--- config.mk ---
export PLATFORM = sky130hd
export DESIGN_NAME = swrst_seq
export DESIGN_NICKNAME = d
export VERILOG_FILES = /design/src/rtl/swrst_pkg.sv /design/src/rtl/swrst_timer.sv /design/src/rtl/swrst_fsm.sv /design/src/rtl/swrst_seq.sv
export SDC_FILE = /design/constraint.sdc
export NUM_CORES = 1
export LEC_CHECK = 0
export ABC_AREA = 1
export BUFFER_PORTS_ARGS = -buffer_cell sky130_fd_sc_hd__buf_4
export CORE_UTILIZATION = 60
export CTS_CLUSTER_DIAMETER = 60
export DETAILED_ROUTE_END_ITERATION = 6
export GPL_TIMING_DRIVEN = 0
export PLACE_DENSITY = 0.85
export RECOVER_POWER = 50
export SYNTH_ARGS = -nofsm -noshare
export SYNTH_HDL_FRONTEND = slang
export SYNTH_SLANG_ARGS = --single-unit
--- constraint.sdc ---
create_clock -name clk_i -period 1.93 [get_ports clk_i]
set_input_delay 0.193 -clock clk_i [delete_from_list [all_inputs] [get_ports clk_i]]
set_output_delay 0.193 -clock clk_i [all_outputs]
set_load 0.05 [all_outputs]
--- src/rtl/swrst_pkg.sv ---
package swrst_pkg;

    typedef enum logic [2:0] {
        ST_IDLE,
        ST_SETTLE,
        ST_WAITQ,
        ST_HOLD,
        ST_DONE
    } swrst_state_e;

    typedef struct packed {
        swrst_state_e state;
        logic         rst_n;
    } swrst_regs_t;

endpackage

--- src/rtl/swrst_timer.sv ---
// Run-length timer: hit_o flags the LIMIT-th consecutive cycle with run_i high.
// Any cycle with run_i low clears the count.
module swrst_timer #(
    parameter int unsigned LIMIT = 4
) (
    input  logic clk_i,
    input  logic srst_ni,
    input  logic run_i,
    output logic hit_o
);
    generate
        if (LIMIT <= 1) begin : g_single
            // one cycle is enough: no storage needed
            assign hit_o = run_i;
        end else begin : g_count
            localparam int unsigned CW = $clog2(LIMIT);
            logic [CW-1:0] cnt_d, cnt_q;

            assign hit_o = run_i && (cnt_q == CW'(LIMIT - 1));

            always_comb begin
                cnt_d = cnt_q;
                if (!run_i)     cnt_d = '0;
                else if (hit_o) cnt_d = '0;
                else            cnt_d = cnt_q + 1'b1;
            end

            always_ff @(posedge clk_i) begin
                if (!srst_ni) cnt_q <= '0;
                else          cnt_q <= cnt_d;
            end
        end
    endgenerate
endmodule

--- src/rtl/swrst_fsm.sv ---
module swrst_fsm
    import swrst_pkg::*;
(
    input  logic clk_i,
    input  logic srst_ni,
    input  logic trig_i,
    input  logic quiesce_i,
    input  logic settle_hit_i,
    input  logic hold_hit_i,
    output logic settle_run_o,
    output logic hold_run_o,
    output logic bridge_rst_no,
    output logic busy_o,
    output logic done_o
);
    swrst_regs_t r_d, r_q;

    always_comb begin
        r_d = r_q;
        unique case (r_q.state)
            ST_IDLE:   if (trig_i)       r_d.state = ST_SETTLE;
            ST_SETTLE: if (settle_hit_i) r_d.state = ST_WAITQ;
            ST_WAITQ:  if (quiesce_i) begin
                r_d.state = ST_HOLD;
                r_d.rst_n = 1'b0;
            end
            ST_HOLD:   if (hold_hit_i) begin
                r_d.state = ST_DONE;
                r_d.rst_n = 1'b1;
            end
            ST_DONE:   r_d.state = ST_IDLE;
            default: begin
                r_d.state = ST_IDLE;
                r_d.rst_n = 1'b1;
            end
        endcase
    end

    always_ff @(posedge clk_i) begin
        if (!srst_ni) begin
            r_q.state <= ST_IDLE;
            r_q.rst_n <= 1'b1;
        end else begin
            r_q <= r_d;
        end
    end

    // settle only advances on idle-link cycles; a busy cycle clears it
    assign settle_run_o  = (r_q.state == ST_SETTLE) && quiesce_i;
    assign hold_run_o    = (r_q.state == ST_HOLD);
    assign bridge_rst_no = r_q.rst_n;
    assign busy_o        = (r_q.state != ST_IDLE);
    assign done_o        = (r_q.state == ST_DONE);
endmodule

--- src/rtl/swrst_seq.sv ---
module swrst_seq #(
    parameter int unsigned CLK_HZ         = 250_000_000,
    parameter int unsigned SETTLE_NS      = 2_000,
    parameter int unsigned HOLD_US        = 60_000,
    parameter int unsigned SIM_SETTLE_CYC = 0,
    parameter int unsigned SIM_HOLD_CYC   = 0
) (
    input  logic clk_i,
    input  logic srst_ni,
    input  logic trig_i,
    input  logic quiesce_i,
    output logic bridge_rst_no,
    output logic busy_o,
    output logic done_o
);
    localparam longint unsigned HZ64       = 64'(CLK_HZ);
    localparam longint unsigned SETTLE_RAW = (HZ64 * 64'(SETTLE_NS) + 64'd999_999_999) / 64'd1_000_000_000;
    localparam longint unsigned SETTLE_DER = (SETTLE_RAW == 0) ? 64'd1 : SETTLE_RAW;
    localparam longint unsigned HOLD_REQ   = (HZ64 * 64'(HOLD_US)) / 64'd1_000_000;
    // floor: strictly more than 50 ms of cycles
    localparam longint unsigned HOLD_MIN   = (HZ64 * 64'd50) / 64'd1000 + 64'd1;
    localparam longint unsigned HOLD_DER   = (HOLD_REQ > HOLD_MIN) ? HOLD_REQ : HOLD_MIN;

    localparam int unsigned SETTLE_CYC = (SIM_SETTLE_CYC != 0) ? SIM_SETTLE_CYC : 32'(SETTLE_DER);
    localparam int unsigned HOLD_CYC   = (SIM_HOLD_CYC != 0)   ? SIM_HOLD_CYC   : 32'(HOLD_DER);

    logic settle_run, settle_hit;
    logic hold_run, hold_hit;

    swrst_timer #(.LIMIT(SETTLE_CYC)) u_settle (
        .clk_i   (clk_i),
        .srst_ni (srst_ni),
        .run_i   (settle_run),
        .hit_o   (settle_hit)
    );

    swrst_timer #(.LIMIT(HOLD_CYC)) u_hold (
        .clk_i   (clk_i),
        .srst_ni (srst_ni),
        .run_i   (hold_run),
        .hit_o   (hold_hit)
    );

    swrst_fsm u_fsm (
        .clk_i         (clk_i),
        .srst_ni       (srst_ni),
        .trig_i        (trig_i),
        .quiesce_i     (quiesce_i),
        .settle_hit_i  (settle_hit),
        .hold_hit_i    (hold_hit),
        .settle_run_o  (settle_run),
        .hold_run_o    (hold_run),
        .bridge_rst_no (bridge_rst_no),
        .busy_o        (busy_o),
        .done_o        (done_o)
    );
endmodule

======== Word-level counts from Yosys, hierarchy flattened ========
Cells that the tools add are included.
storage, ports and cells
  bits of input ports ..................... 4
  bits in registers ....................... 37
  word-level logic and storage cells ...... 36
operators by class
  bitwise logic cells ..................... 4
  reduce and logical (&&, ||, !) cells .... 10
  mux-type cells .......................... 6
  eq/ne operators ......................... 10
  add/sub/neg operators ................... 2
operators by type and width
  cell                                                                   count
  24-bit by 1-bit adder with 24-bit output, second input constant        1
  24-bit equality test, second input constant                            1
  3-bit case mux with 4 select lines                                     1
  9-bit by 1-bit adder with 9-bit output, second input constant          1
  9-bit equality test, second input constant                             1
  3-bit OR reduction                                                     3
  4-bit 2-to-1 mux                                                       2
  2-bit inequality test, second input constant                           4
  3-bit by 2-bit equality test with 1-bit output, second input constant  2
  3-bit 2-to-1 mux                                                       2
  1-bit NOT                                                              4
  4-bit AND reduction                                                    1
  3-bit by 1-bit equality test with 1-bit output, second input constant  1
  3-bit equality test, second input constant                             1
  1-bit logical AND                                                      3
  3-bit zero test                                                        1
  1-bit case mux with 3 select lines                                     1
  3-bit AND reduction                                                    1
  3-bit nonzero test                                                     1

======== Longest topological paths before layout ========
Gate-level depths: netlist (run 1).
  depth after elaboration ................. 5
  mapped depth ............................ 11
  mapped depth without buffers ............ 11

======== Cells and area by module ========
A second synthesis (run 1) with hierarchy kept.
unflattened totals
  cell total of the unflattened synthesis .. 296
  area total of the unflattened synthesis .. 2030.7 µm²
by module, submodules not included
  module                  cells an instance  times used  area an instance (µm²)  sequential area each (µm²)
  swrst_timer (u_hold)    195                1           1312.5                  480.5
  swrst_timer (u_settle)  59                 1           446.7                   180.2
  swrst_fsm               42                 1           271.5                   80.1

======== Least setup slack after synthesis (run 1) ========
No wires, ideal clock.
  path type ............................... register -> register
  start point ............................. register u_fsm.r_q[2] (netlist bit)
  end point ............................... register u_fsm.r_q (netlist bit u_fsm.bridge_rst_no)
  library setup time ...................... 0.121 ns
  clock period less this slack ............ 1.533 ns
  stages on the path, launching flop included .. 7
  arrival ................................. 1.411 ns
  setup slack ............................. 0.397 ns
  cells stage by stage .................... dfxtp_1 -> inv_1 -> nand2_1 -> nor2_1 -> nor2_1 -> nand3_1 -> nand3_1
between the ends
  word-level cells in the longest chain between the ends .. 4
  elaborated cells between the ends (all ways) .. 12
RTL lines
  what                                     line             text
  from (decl)                              swrst_fsm.sv:16  swrst_regs_t r_d, r_q;
  from (signal assigned)                   swrst_fsm.sv:44  r_q <= r_d;
  3-bit equality test (*)                  n/a
  named net done_o                         swrst_seq.sv:14  output logic done_o
  3-bit OR reduction (no source line) (*)  n/a
  1-bit NOT (no source line)               n/a
  3-bit AND reduction (no source line)     n/a
The timed path passes the listed nets; every way through them passes the cells marked *.
A chain may end at the register's enable or synchronous reset.

======== Final worst setup path (run 1) ========
  start point ............................. register u_hold.g_count.cnt_q[0]
  end point ............................... register u_fsm.r_q (netlist bit u_fsm.bridge_rst_no)
between the ends
  word-level cells in the longest chain between the ends .. 4
RTL lines
  what                                    line               text
  from (decl)                             swrst_timer.sv:17  logic [CW-1:0] cnt_d, cnt_q;
  from (signal assigned)                  swrst_timer.sv:30  else cnt_q <= cnt_d;
  24-bit equality test                    swrst_timer.sv:19  assign hit_o = run_i && (cnt_q == CW'(LIMIT - 1));
  1-bit logical AND                       swrst_timer.sv:19
  2-bit inequality test (no source line)  n/a
  3-bit AND reduction (no source line)    n/a
Every way passes these cells.

==> impl_metrics.yaml, run 1 <==
floorplanning:
  ios: 7
  fp-row-count: 20
  fp.dieW_um: 58.8
  initial_core_util_pct: 63.4
  die_h_um: 58.8
  core_um2: 3050
  design.die.area_um2: 3460
clocking:
  post_cts_buffers: 0
  cts_tree: "built"
  clockBufferDepth: 2
  hold_buffers: 0
  clk_pin_slew_ns: 0.11
  cts_resized: 0
  root_buffer: "clkbuf_4"
  cts.sinks: 37
  worstSkewPairLatency_ns: 0.36
  cts_inserted_buffers: 5
  h-tree-depth: 2
critical_path:
  critPathSlowestCell: "dfxtp_1"
  critical_path_arrival_ns: 1.96
  cp.required_ns: 2.19
  r2r-start: "u_hold.g_count.cnt_q[0]"
  cp.buffers_inverters: 1
  path_common_cell: "nand2_1"
  cp-startpoint: "u_hold.g_count.cnt_q[0]"
  start_kind: "flip-flop"
  cp_top_family: "simple AND/OR/NAND/NOR gates"
  critPathMaxStageDelay_ns: 0.39
  crit_type: "reg -> reg"
  end_kind: "flip-flop"
  path_cells: "ha_1, nand2_2, inv_1, nand2_1, nor2_1, nand3_2, a21boi_1, nand2_1, nand2_1, nand3_1"
  crit_fanout: 4
cells_and_area:
  nets: 290
  final_cell_mix: "nand2_1 (67), nor2_1 (48), dfxtp_1 (37), inv_1 (31), nand3_1 (15)"
  insertedDiodeCount: 0
  area_delta_synth_final_pct: 8.80
  drive_above_1_share_pct: 13.3
  multiInputGateArea_um2: 1040
  seq_area_um2: 741
  final_common_cell: "nand2_1"
  final_cells: 329
  fill_cells: 271
sta:
  period_share_pct: 88.3
  finalSetupTns_ns: 0
  final-hold-violation-count: 0
  finalSetupViolations: 0
  finClkSkew_ns: 0.00646
  relSlewSlack_pct: 60.3
  slew_violations: 0
  rsz0062_at_grt: "no"
  fin_crit_ns: 1.70
  max_clock_freq_mhz: 587
  max_slew.worst_pin.slew_ns: 0.598
detailed_routing:
  wirelength_mm: 3.69
  num_vias: 1677
  ant_nets: 0
  routed_via_density: 5.10
  firstDrtPassIters: 4
  post-route-drc-count: 0
  wire_per_inst_um: 11.2
  drt_iter0_drc: 82
job:
  cap_violations: 0
yosys:
  ys_ff_latch: 37
  syn_area_per_cell_um2: 7.14
  seq_area_frac_synth_pct: 38.3
  synth.distinct_cells: 33
  yosysWarnings: 0
  syn_area_um2: 1930
  syn_nets: 277
  syn_inst: 271
global_route:
  grt_max_degree: 13
  grt_pass1_wl_mm: 6.12
  grt_pass1_vias: 1475
  antenna_found_initial: 0
  overflow: 0
  grt_util_all_layers_pct: 23.5
placed_design:
  hpwlAfterDp_mm: 2.75
  io_buffers: 6
  dp.cells: 321
  routabilityCongestion: 0.869
pwr:
  p_per_area_nw_per_um2: 868
  p_leak_uw: 0.000833
  peakVddDrop_v: 0.000612
hold_path:
  min_path_type: "in -> reg"
  holdCritStartpoint: "srst_ni"
status:
  status: "finished, final reports clean"
==> sequential cells by signal (all words and copies together) (netlist names) <==
signal and count:
u_fsm.bridge_rst_no 1, u_fsm.r_q 3, u_settle.g_count.cnt_q 9, u_hold.g_count.cnt_q 24
==> cells in the mapped netlist, drive strengths merged <==
cell type  instances  share of area, %
ha                 2               1.3
xnor2              3               1.4
inv               32               6.2
xor2               5               2.3
o21ai              2              0.52
nand2             72                15
nand4              4               1.3
a211oi             2              0.78
a21oi             13               3.6
buf                2              0.97
or2                3              0.97
a21boi             1              0.58
nor3b              8               3.9
dfxtp             37                38
nor3              10               4.2
nand3b             1              0.39
o21bai             1              0.39
nor2              52                11
nand3             18               5.7
o21a               1              0.39
a31oi              2              0.65
==> final cells by class <==
type | count | share of cell area, %
Timing Repair Buffer | 6 | 1.78
Multi-Input combinational cell | 200 | 49.6
Buffer | 2 | 0.892
Tap cell | 44 | 2.62
Clock buffer | 6 | 2.44
Clock inverter | 2 | 1.78
Inverter | 32 | 5.71
Sequential cell | 37 | 35.2
==> power by group <==
group / total [µW] / switching [µW] / internal (µW)
sequential: 831 / 29.3 / 802
clock: 578 / 270 / 308
combinational: 417 / 293 / 125
==> through the flow <==
stage / util, % / area (µm²) / worst slack (ns) / power [µW] / hold WS (ns)
2_1_floorplan: - / 1930 / 0.397 / 1190 / 0.278
6_report: 68.9 / 2100 / 0.225 / 1830 / 0.0686
3_3_place_gp: 66.6 / 2030 / 0.253 / 1280 / 0.430
3_5_place_dp: 66.6 / 2030 / 0.213 / 1290 / 0.435
5_1_grt: 68.9 / 2100 / 0.0302 / 1930 / 0.0568
4_1_cts: 69.5 / 2120 / 0.202 / 1860 / 0.0603
==> cell families (layout without fill, tap and decap cells) <==
logic type	Yosys count	after routing	share of synthesized area (%)
AO/OA/AOI/OAI	22	22	6.86
XOR/XNOR	8	8	3.62
adder cells (fa/ha/maj)	2	2	1.29
buffers and inverters	34	48	7.18
flip-flops	37	37	38.3
AND/OR/NAND/NOR	168	168	42.8
==> per-layer routing <==
layer / share of wire [%] / vias up / global-route usage [%]
met4: 2.6 / 0 / 12.6
met1: 47 / 751 / 28.4
met2: 46 / 29 / 38.8
li1: - / 888 / -
met5: 0 / - / 0
met3: 4.3 / 9 / 5.27
==> worst paths after layout <==
kind	slack (ns)	cells past startpoint	to
worst max-delay path	0.23	10	u_fsm.bridge_rst_no
worst min-delay path	0.07	2	u_fsm.bridge_rst_no
worst max register to register	0.23	10	u_fsm.bridge_rst_no
worst min register to register	0.45	1	u_settle.g_count.cnt_q[0]
No activity file was read; power rests on OpenSTA's default activity.
==> run 2, diff against run 1 <==
- CORE_ASPECT_RATIO: not set -> 1.75
- TNS_END_PERCENT: not set -> 10
==> run 2 against run 1 <==
Against the previous run: first-iteration DRC count is 50% lower; clock skew decreased by 0.0034 ns; power is 1.8% lower; die area rose by 0.25%.
==> impl_metrics.yaml, run 2 (synthesized netlist as in run 1, its figures left out) <==
sta:
  finClkSkew_ns: 0.00303
  period_share_pct: 89.7
  final-hold-violation-count: 0
  finalSetupViolations: 0
  rsz0062_at_grt: "no"
  relSlewSlack_pct: 60.3
  fin_crit_ns: 1.73
  max_clock_freq_mhz: 578
  max_slew.worst_pin.slew_ns: 0.599
  slew_violations: 0
  finalSetupTns_ns: 0
clocking:
  post_cts_buffers: 0
  clockBufferDepth: 2
  root_buffer: "clkbuf_8"
  cts_inserted_buffers: 5
  cts_tree: "built"
  h-tree-depth: 2
  worstSkewPairLatency_ns: 0.29
  clk_pin_slew_ns: 0.07
  cts_resized: 0
  cts.sinks: 37
  hold_buffers: 0
pwr:
  p_int_uw: 1210
  sequentialPowerShare_pct: 46.4
  netSwitchingFraction_pct: 32.6
  p_leak_uw: 0.000833
  p_per_area_nw_per_um2: 855
  netSwitchingPower_uw: 584
  comb_power_share_pct: 23.3
  clkPwrFrac_pct: 30.3
  peakVddDrop_v: 0.000915
cells_and_area:
  final_cell_mix: "nand2_1 (67), nor2_1 (48), dfxtp_1 (37), inv_1 (31), nand3_1 (15)"
  seq_area_um2: 741
  insertedDiodeCount: 0
  multiInputGateArea_um2: 1040
  fill_cells: 280
  largest_reg_flops: 24
  drive_above_1_share_pct: 12.7
  area_delta_synth_final_pct: 8.54
  top_register: "u_hold.g_count.cnt_q"
  largestRegisters: "u_hold.g_count.cnt_q (24), u_settle.g_count.cnt_q (9), u_fsm.r_q (3)"
  final_cells: 326
  final_common_cell: "nand2_1"
  nets: 290
global_route:
  grt_util_all_layers_pct: 27.2
  grt_pass1_vias: 1755
  grt_max_degree: 11
  overflow: 0
  grt_pass1_wl_mm: 6.95
  antenna_found_initial: 0
detailed_routing:
  ant_nets: 0
  wire_per_inst_um: 12.0
  post-route-drc-count: 0
  num_vias: 1722
  firstDrtPassIters: 4
  routed_via_density: 5.28
  drt_iter0_drc: 41
  wirelength_mm: 3.91
critical_path:
  worstReg2RegEnd: "u_hold.g_count.cnt_q[8]"
  end_kind: "flip-flop"
  rr_worst_depth: 9
  critical_path_arrival_ns: 1.91
  crit_type: "reg -> reg"
  crit_fanout: 10
  critPathSlowestCell: "dfxtp_1"
  cp.required_ns: 2.11
  path_cells: "ha_1, nand2_2, inv_1, nand2_1, nor2_1, nand3_2, nand3_2, buf_4, a21oi_1"
  path_common_cell: "nand3_2"
  rrSetupSlack_ns: 0.20
  start_kind: "flip-flop"
  critPathMaxStageDelay_ns: 0.37
  r2r-start: "u_hold.g_count.cnt_q[0]"
floorplanning:
  initial_core_util_pct: 64.6
  die_h_um: 77.1
  core_um2: 2990
  ios: 7
  fp.dieW_um: 44.9
  design.die.area_um2: 3460
  fp-row-count: 26
placed_design:
  routabilityCongestion: 0.835
  dp.cells: 319
  hpwlAfterDp_mm: 2.95
  io_buffers: 6
hold_path:
  whs_endpoint: "u_fsm.bridge_rst_no"
  holdPathStages: 2
  min_path_type: "in -> reg"
  holdCritStartpoint: "srst_ni"
status:
  status: "finished, final reports clean"
job:
  cap_violations: 0
==> run 2: power by group through the flow <==
stage / clock [µW] / combinational (µW) / sequential, µW
finish: 543 / 419 / 832
global route: 575 / 467 / 841
CTS: 545 / 444 / 835
detailed placement: 0 / 443 / 852
global placement: 0 / 437 / 850
floorplan: 0 / 313 / 879
==> run 2: through the flow <==
step	utilization (%)	total power [µW]	hold slack [ns]	setup WS (ns)	instance area [µm²]
2_1_floorplan	-	1190	0.278	0.397	1930
3_3_place_gp	67.9	1290	0.433	0.255	2030
3_5_place_dp	67.9	1290	0.441	0.209	2030
4_1_cts	70.8	1820	0.148	0.176	2120
5_1_grt	70.2	1880	0.147	0.0665	2100
6_report	70.2	1790	0.149	0.199	2100
==> run 2: final cells by class <==
| type | instances | area share, % |
|---|---|---|
| Buffer | 2 | 0.894 |
| Clock buffer | 7 | 4.11 |
| Inverter | 32 | 5.72 |
| Multi-Input combinational cell | 200 | 49.7 |
| Sequential cell | 37 | 35.3 |
| Tap cell | 42 | 2.50 |
| Timing Repair Buffer | 6 | 1.79 |
==> run 2: how the worst max path moves through the flow <==
| stage | from | cells after the start | end |
|---|---|---|---|
| after global placement | u_hold.g_count.cnt_q[0] | 9 | u_hold.g_count.cnt_q[10] |
| final | u_hold.g_count.cnt_q[0] | 9 | u_hold.g_count.cnt_q[8] |
| after floorplan | u_fsm.r_q[2] | 6 | u_fsm.bridge_rst_no |
| after CTS | u_hold.g_count.cnt_q[0] | 9 | u_hold.g_count.cnt_q[15] |
| after global routing | u_hold.g_count.cnt_q[0] | 10 | u_fsm.bridge_rst_no |
| after detailed placement | u_hold.g_count.cnt_q[0] | 9 | u_hold.g_count.cnt_q[15] |
==> run 2: per-layer routing <==
layer	vias to the layer above	wire length (µm)	global-route usage, %
li1	891	-	-
met1	774	1440	24.6
met2	34	2160	49.0
met3	23	102	6.35
met4	0	206	18.5
met5	-	0	0
==> run 2: critical path: cells and delay by family (launching register included) <==
family,cells,cell delay (ns)
AO/OA/AOI/OAI,1,0.06
buffers and inverters,2,0.30
AND/OR/NAND/NOR,5,0.65
flip-flops,1,0.37
adder cells (fa/ha/maj),1,0.24
